===== src/rtl/endflag_pkg.sv =====
package endflag_pkg;

    localparam int unsigned N_SHORT  = 6;
    localparam int unsigned N_CH     = N_SHORT + 1;
    localparam int unsigned BYTE_W   = 8;
    localparam int unsigned LONG_POS = 7;
    localparam int unsigned LONG_IDX = N_CH - 1;

    typedef logic [N_CH-1:0]   ch_vec_t;
    typedef logic [BYTE_W-1:0] host_byte_t;

    typedef struct packed {
        logic    wr;
        ch_vec_t sel;
    } ctl_cmd_t;

    typedef struct packed {
        ch_vec_t flag;
        ch_vec_t mask;
    } ch_state_t;

    // Host byte to per-channel vector. Unused byte bits are dropped.
    function automatic ch_vec_t byte_to_ch(input host_byte_t b);
        ch_vec_t v;
        for (int i = 0; i < N_SHORT; i++) v[i] = b[i];
        v[LONG_IDX] = b[LONG_POS];
        return v;
    endfunction

    // Per-channel vector to host byte. Unused byte bits read 0.
    function automatic host_byte_t ch_to_byte(input ch_vec_t v);
        host_byte_t b;
        b = '0;
        for (int i = 0; i < N_SHORT; i++) b[i] = v[i];
        b[LONG_POS] = v[LONG_IDX];
        return b;
    endfunction

endpackage


===== src/rtl/endflag_cell.sv =====
module endflag_cell (
    input  logic clk,
    input  logic rst,
    input  logic wr,
    input  logic sel,
    input  logic end_pulse,
    output logic flag,
    output logic mask
);
    logic take_end;

    // The mask held before this cycle's write decides whether the pulse counts.
    assign take_end = end_pulse && !mask;

    always_ff @(posedge clk) begin
        if (rst) begin
            flag <= 1'b0;
            mask <= 1'b0;
        end else begin
            if (wr) mask <= sel;
            if (wr && sel)   flag <= 1'b0;
            else if (take_end) flag <= 1'b1;
        end
    end
endmodule


===== src/rtl/endflag_decode.sv =====
module endflag_decode
    import endflag_pkg::*;
(
    input  logic       ctl_wr,
    input  host_byte_t ctl_wdata,
    input  logic [N_SHORT-1:0] short_end,
    input  logic       long_end,
    output ctl_cmd_t   cmd,
    output ch_vec_t    ev
);
    always_comb begin
        cmd.wr  = ctl_wr;
        cmd.sel = byte_to_ch(ctl_wdata);
    end

    genvar g;
    generate
        for (g = 0; g < N_SHORT; g++) begin : g_short
            assign ev[g] = short_end[g];
        end
    endgenerate
    assign ev[LONG_IDX] = long_end;
endmodule


===== src/rtl/endflag_pack.sv =====
module endflag_pack
    import endflag_pkg::*;
(
    input  ch_state_t  st,
    output host_byte_t status,
    output host_byte_t mask_byte
);
    assign status    = ch_to_byte(st.flag);
    assign mask_byte = ch_to_byte(st.mask);
endmodule


===== src/rtl/endflag_ctrl.sv =====
module endflag_ctrl
    import endflag_pkg::*;
(
    input  logic       clk,
    input  logic       rst,
    input  logic       ctl_wr,
    input  logic [7:0] ctl_wdata,
    input  logic [5:0] short_end,
    input  logic       long_end,
    output logic [7:0] status_rd
);
    ctl_cmd_t   cmd;
    ch_vec_t    ev;
    ch_state_t  st;
    host_byte_t mask_byte;

    endflag_decode u_decode (
        .ctl_wr    (ctl_wr),
        .ctl_wdata (ctl_wdata),
        .short_end (short_end),
        .long_end  (long_end),
        .cmd       (cmd),
        .ev        (ev)
    );

    genvar c;
    generate
        for (c = 0; c < N_CH; c++) begin : g_cell
            endflag_cell u_cell (
                .clk       (clk),
                .rst       (rst),
                .wr        (cmd.wr),
                .sel       (cmd.sel[c]),
                .end_pulse (ev[c]),
                .flag      (st.flag[c]),
                .mask      (st.mask[c])
            );
        end
    endgenerate

    endflag_pack u_pack (
        .st        (st),
        .status    (status_rd),
        .mask_byte (mask_byte)
    );
endmodule


===== config.mk =====
export PLATFORM = sky130hd
export DESIGN_NAME = endflag_ctrl
export DESIGN_NICKNAME = d
export VERILOG_FILES = /design/src/rtl/endflag_pkg.sv /design/src/rtl/endflag_cell.sv /design/src/rtl/endflag_decode.sv /design/src/rtl/endflag_pack.sv /design/src/rtl/endflag_ctrl.sv
export SDC_FILE = /design/constraint.sdc
export NUM_CORES = 1
export LEC_CHECK = 0
export BUFFER_PORTS_ARGS = -buffer_cell sky130_fd_sc_hd__buf_2
export CAP_MARGIN = 10
export CORE_UTILIZATION = 45
export CTS_CLUSTER_DIAMETER = 120
export DETAILED_ROUTE_END_ITERATION = 8
export PLACE_DENSITY = 0.76
export SETUP_SLACK_MARGIN = 0.02
export SKIP_LAST_GASP = 1
export SYNTH_ARGS = -nofsm -noshare
export SYNTH_HDL_FRONTEND = slang
export SYNTH_SLANG_ARGS = --single-unit

===== constraint.sdc =====
create_clock -name clk -period 1 [get_ports clk]
set_input_delay 0 -clock clk [delete_from_list [all_inputs] [get_ports clk]]
set_output_delay 0 -clock clk [all_outputs]
set_load 0.03 [all_outputs]

== Yosys cells after proc, flatten, opt, wreduce, memory -nomap -nowiden ==
Cells that the tools add are included.

* Bits in registers: 14
* Input bits: 18
* Output and inout port bits: 8
* Logic and storage cells: 42

* Reduce and logical (&&, ||, !) cells: 28

{| class="wikitable"
|+ Operators with widths
! kind !! count
|-
| 1-bit logical AND || 14
|-
| 2-bit OR reduction || 7
|-
| 1-bit zero test || 7
|}

== Depth between registers and ports, before layout ==
* Depth after elaboration: 2
* Depth in mapped cells: 4
* Mapped depth without buffers: 2

== Cells and area by module ==
A second synthesis with hierarchy kept.

* Cells, all modules: 81
* Area total of the unflattened synthesis: 744.5 µm²

{| class="wikitable"
|+ Modules (own cells, without submodules)
! module !! times used !! cells each !! area each (µm²) !! sequential area each (µm²)
|-
| endflag_cell || 7 || 7 || 72.6 || 40.0
|-
| endflag_pack || 1 || 17 || 123.9 || 0.0
|-
| endflag_decode || 1 || 15 || 112.6 || 0.0
|}

== Worst setup path before layout ==
OpenSTA, ideal clock, no wires.

* Path kind: register to register
* From: register g_cell[0].u_cell.mask
* To: register g_cell[0].u_cell.flag
* Library setup time: 0.115 ns
* Arrival time: 0.488 ns
* Data required time: 0.885 ns
* Slack: 0.397 ns
* Stages on the path, launching flop included: 3
* Path buffers: 0
* Clock period less this slack: 0.603 ns
* Path through: dfxtp_1 -> nor2b_1 -> o21a_1

* Word-level cells in the longest chain between the ends: 2

{| class="wikitable"
|+ RTL lines
! what !! RTL line !! text
|-
| start, declared || endflag_cell.sv:8 || <nowiki>output logic mask</nowiki>
|-
| start signal, assigned || endflag_cell.sv:20 || <nowiki>if (wr) mask <= sel;</nowiki>
|-
| 1-bit zero test || endflag_cell.sv:13 || <nowiki>assign take_end = end_pulse && !mask;</nowiki>
|-
| 1-bit logical AND || endflag_cell.sv:13 ||
|-
| end signal, assigned || endflag_cell.sv:17 || <nowiki>flag <= 1'b0;</nowiki>
|-
| end signal, assigned || endflag_cell.sv:21 || <nowiki>if (wr && sel) flag <= 1'b0;</nowiki>
|-
| end signal, assigned || endflag_cell.sv:22 || <nowiki>else if (take_end) flag <= 1'b1;</nowiki>
|-
| end, declared || endflag_cell.sv:7 || <nowiki>output logic flag,</nowiki>
|}

Every way passes these cells.
A chain may end at the register's enable or synchronous reset.

== Worst setup path in the final report ==
* From: register g_cell[6].u_cell.flag
* To: output status_rd[7]

{| class="wikitable"
|+ RTL lines
! what !! RTL line !! text
|-
| start, declared || endflag_cell.sv:7 ||
|-
| start signal, assigned || endflag_cell.sv:17 ||
|-
| start signal, assigned || endflag_cell.sv:21 ||
|-
| start signal, assigned || endflag_cell.sv:22 ||
|-
| end, declared || endflag_ctrl.sv:10 || <nowiki>output logic [7:0] status_rd</nowiki>
|}

No word-level cell between the ends.

==> out/qor.yml <==
ys_types: 12
via_count: 465
arrival_ps: 830
hold_start: "short_end[4]"
core-area_um2: 1190
max_freq_ghz: 1.20
start_util_pct: 51.6
drive_above_1_share_pct: 33.3
clk_pin_slew_ps: 80
crit_path_end_kind: "output port"
p_per_area_nw_per_um2: 1610
die_h_um: 38.9
slowest_delay_ps: 350
ir_drop_uv: 1040
area_growth_pct: 23.3
synth_xor_area_share_pct: 0
netlist_area_um2: 612
synth_edf_count: 0
fin_area_um2: 754
worst_slack_ps: 169
hold-path-endpoint: "g_cell[4].u_cell.flag$_SDFFE_PP0P_"
syn-instance-count: 61
drt_iter0_markers: 3
setup_tns_ps: 0
maxSlewViolCount: 0
die_w_um: 38.9
drtAntennaViolNets: 0
setup_violations: 0
hp-class: "input port to flop"
final_nets: 103
power_frac_clock_pct: 32.8
leakagePower_uw: 0.000367
dp_slack_ps: 301
worstPathCellList: "buf_2"
status: "finished clean"
synth_top_area_share_pct: 45.8
grtUsageTotal_pct: 16.6
numPortBuffers: 23
synth_compound_area_share_pct: 14.9
synthSimpleGateAreaFrac_pct: 11.5
power_frac_comb_pct: 16.9
cts_buffers: 3
clkLatencyLatePin_ps: 280
root_buffer: "clkbuf_4"
reg2regPathDepth: 2
grt_overflow: 0
clk_path_buf_depth: 2
yosys-top-cells-count: "dfxtp_1 (14), buf_4 (8)"
yosys-mux-area-fraction_pct: 11.5
rsz0062_at_grt: "false"
r2r_slack_ps: 330
whs_ps: 29.2
crit_path_start_kind: "flop"
finClkSkew_ps: 4.96
cp.required_ps: 1000
io_pins: 26
critical-path-top-delay-family: "flip-flops"
max-cap-violations: 0
first_pass_iters: 4
whs_path_depth: 3
antenna_found_initial: 0
period_share_pct: 83.1
synth_seq_cells: 14
synth_top_cell_by_area: "dfxtp_1"
synth-async-reset-ratio_pct: 0
placed_cell_area_um2: 648
cts_setup_buffers: 0
synthAdderAreaFrac_pct: 0
yosysWarnings: 0
synth-seq-area-share_pct: 45.8
htreeDepth: 1
r2r-end: "g_cell[6].u_cell.flag$_SDFFE_PP0P_"
synth_ff_type: "dfxtp_1"
synth_top_family_by_area: "buffers and inverters"
diodes: 0
seq_power_share_pct: 50.3
grt_max_degree: 15
grt_pass1_vias: 403
cts_tree: "done"
cp_num_buf_inv: 1
netlist_top_cells_area: "dfxtp_1 (46%), mux2i_1 (11%), buf_4 (9.8%), o21a_1 (8.6%), nor2b_1 (7.2%)"
avgSynthCellArea_um2: 10.0
die_area_um2: 1510
slowest_stage: "dfxtp_1"
switching_power_uw: 304
num_rows: 12
drc: 0
wirelength_um: 987
hold_viol: 0
total_power_uw: 1220
grt_first_pass_wirelength_mm: 1.59
synth_most_common_cell: "dfxtp_1"
sw_frac_of_total_pct: 25.0
routabilityCongestion: 0.654
rr_startpoint: "g_cell[6].u_cell.mask$_SDFFE_PP0P_"
critPathMaxFanout: 2
worstSetupStartpoint: "g_cell[6].u_cell.flag$_SDFFE_PP0P_"
clkSinkCount: 14
syn-num-nets: 79
crit_type: "flop to output port"
internal_power_uw: 912
avgRoutedWirePerCell_um: 10.1
period_needed_ps: 831
via_per_inst: 4.74
-- flip-flops by register name, summed over array words and instances, names as in the netlist --
signal              count
g_cell.u_cell.flag      7
g_cell.u_cell.mask      7
-- cell type report --
cell class,instances,area (um2)
Clock buffer,4,36.3
Fill cell,119,432
Multi-Input combinational cell,36,235
Sequential cell,14,280
Tap cell,14,17.5
Timing Repair Buffer,30,185
-- cell families after synthesis --
family	after synthesis
compound gates	14
flops	14
simple gates	14
buf+inv	11
mux	7
other cells	1
-- power by group through the flow --
stage               clock (uW)  combinational (uW)  sequential (uW)
global placement             0                 180              623
CTS                        417                 204              611
global route               437                 226              618
detailed placement           0                 183              625
finish                     399                 205              612
floorplan                    0                 167              622
-- how the worst max path moves through the flow --
stage	endpoint	slack [ps]	cells past startpoint
2_1_floorplan	g_cell[0].u_cell.flag$_SDFFE_PP0P_	400	2
4_1_cts	status_rd[7]	180	1
3_3_place_gp	g_cell[2].u_cell.mask$_SDFFE_PP0P_	310	3
3_5_place_dp	g_cell[2].u_cell.mask$_SDFFE_PP0P_	300	3
5_1_grt	status_rd[7]	130	1
6_report	status_rd[7]	170	1
-- metal layers --
| layer | routed length (um) | vias to the layer above | track usage, % | part of all wire, % |
|---|---|---|---|---|
| li1 | - | 240 | - | - |
| met1 | 430 | 207 | 16.3 | 44 |
| met2 | 486 | 18 | 29.6 | 49 |
| met3 | 69 | 0 | 8.67 | 7.0 |
| met4 | 0 | 0 | 5.17 | 0 |
| met5 | 0 | - | 0 | 0 |
-- through the flow --
stage | cells | utilization, %
2_1_floorplan | 61 | -
3_3_place_gp | 87 | 54.6
3_5_place_dp | 87 | 54.6
4_1_cts | 98 | 63.6
5_1_grt | 98 | 63.6
6_report | 98 | 63.6
-- cell usage in the layout (no fill, tap or decap) --
| cell type | n |
|---|---|
| nor2b_1 | 7 |
| conb_1 | 1 |
| nor2_1 | 7 |
| o21a_1 | 7 |
| a21oi_2 | 1 |
| buf_2 | 23 |
| a21oi_1 | 6 |
| clkbuf_8 | 1 |
| mux2i_1 | 7 |
| clkbuf_4 | 3 |
| dfxtp_1 | 14 |
| dlygate4sd3_1 | 7 |
-- repair_timing --
item / CTS / global route
gates resized for setup: 0 / 0
hold buffers: 7 / 0
hold endpoints to repair: 13 / 0
Power figures use the tool's default switching activity.
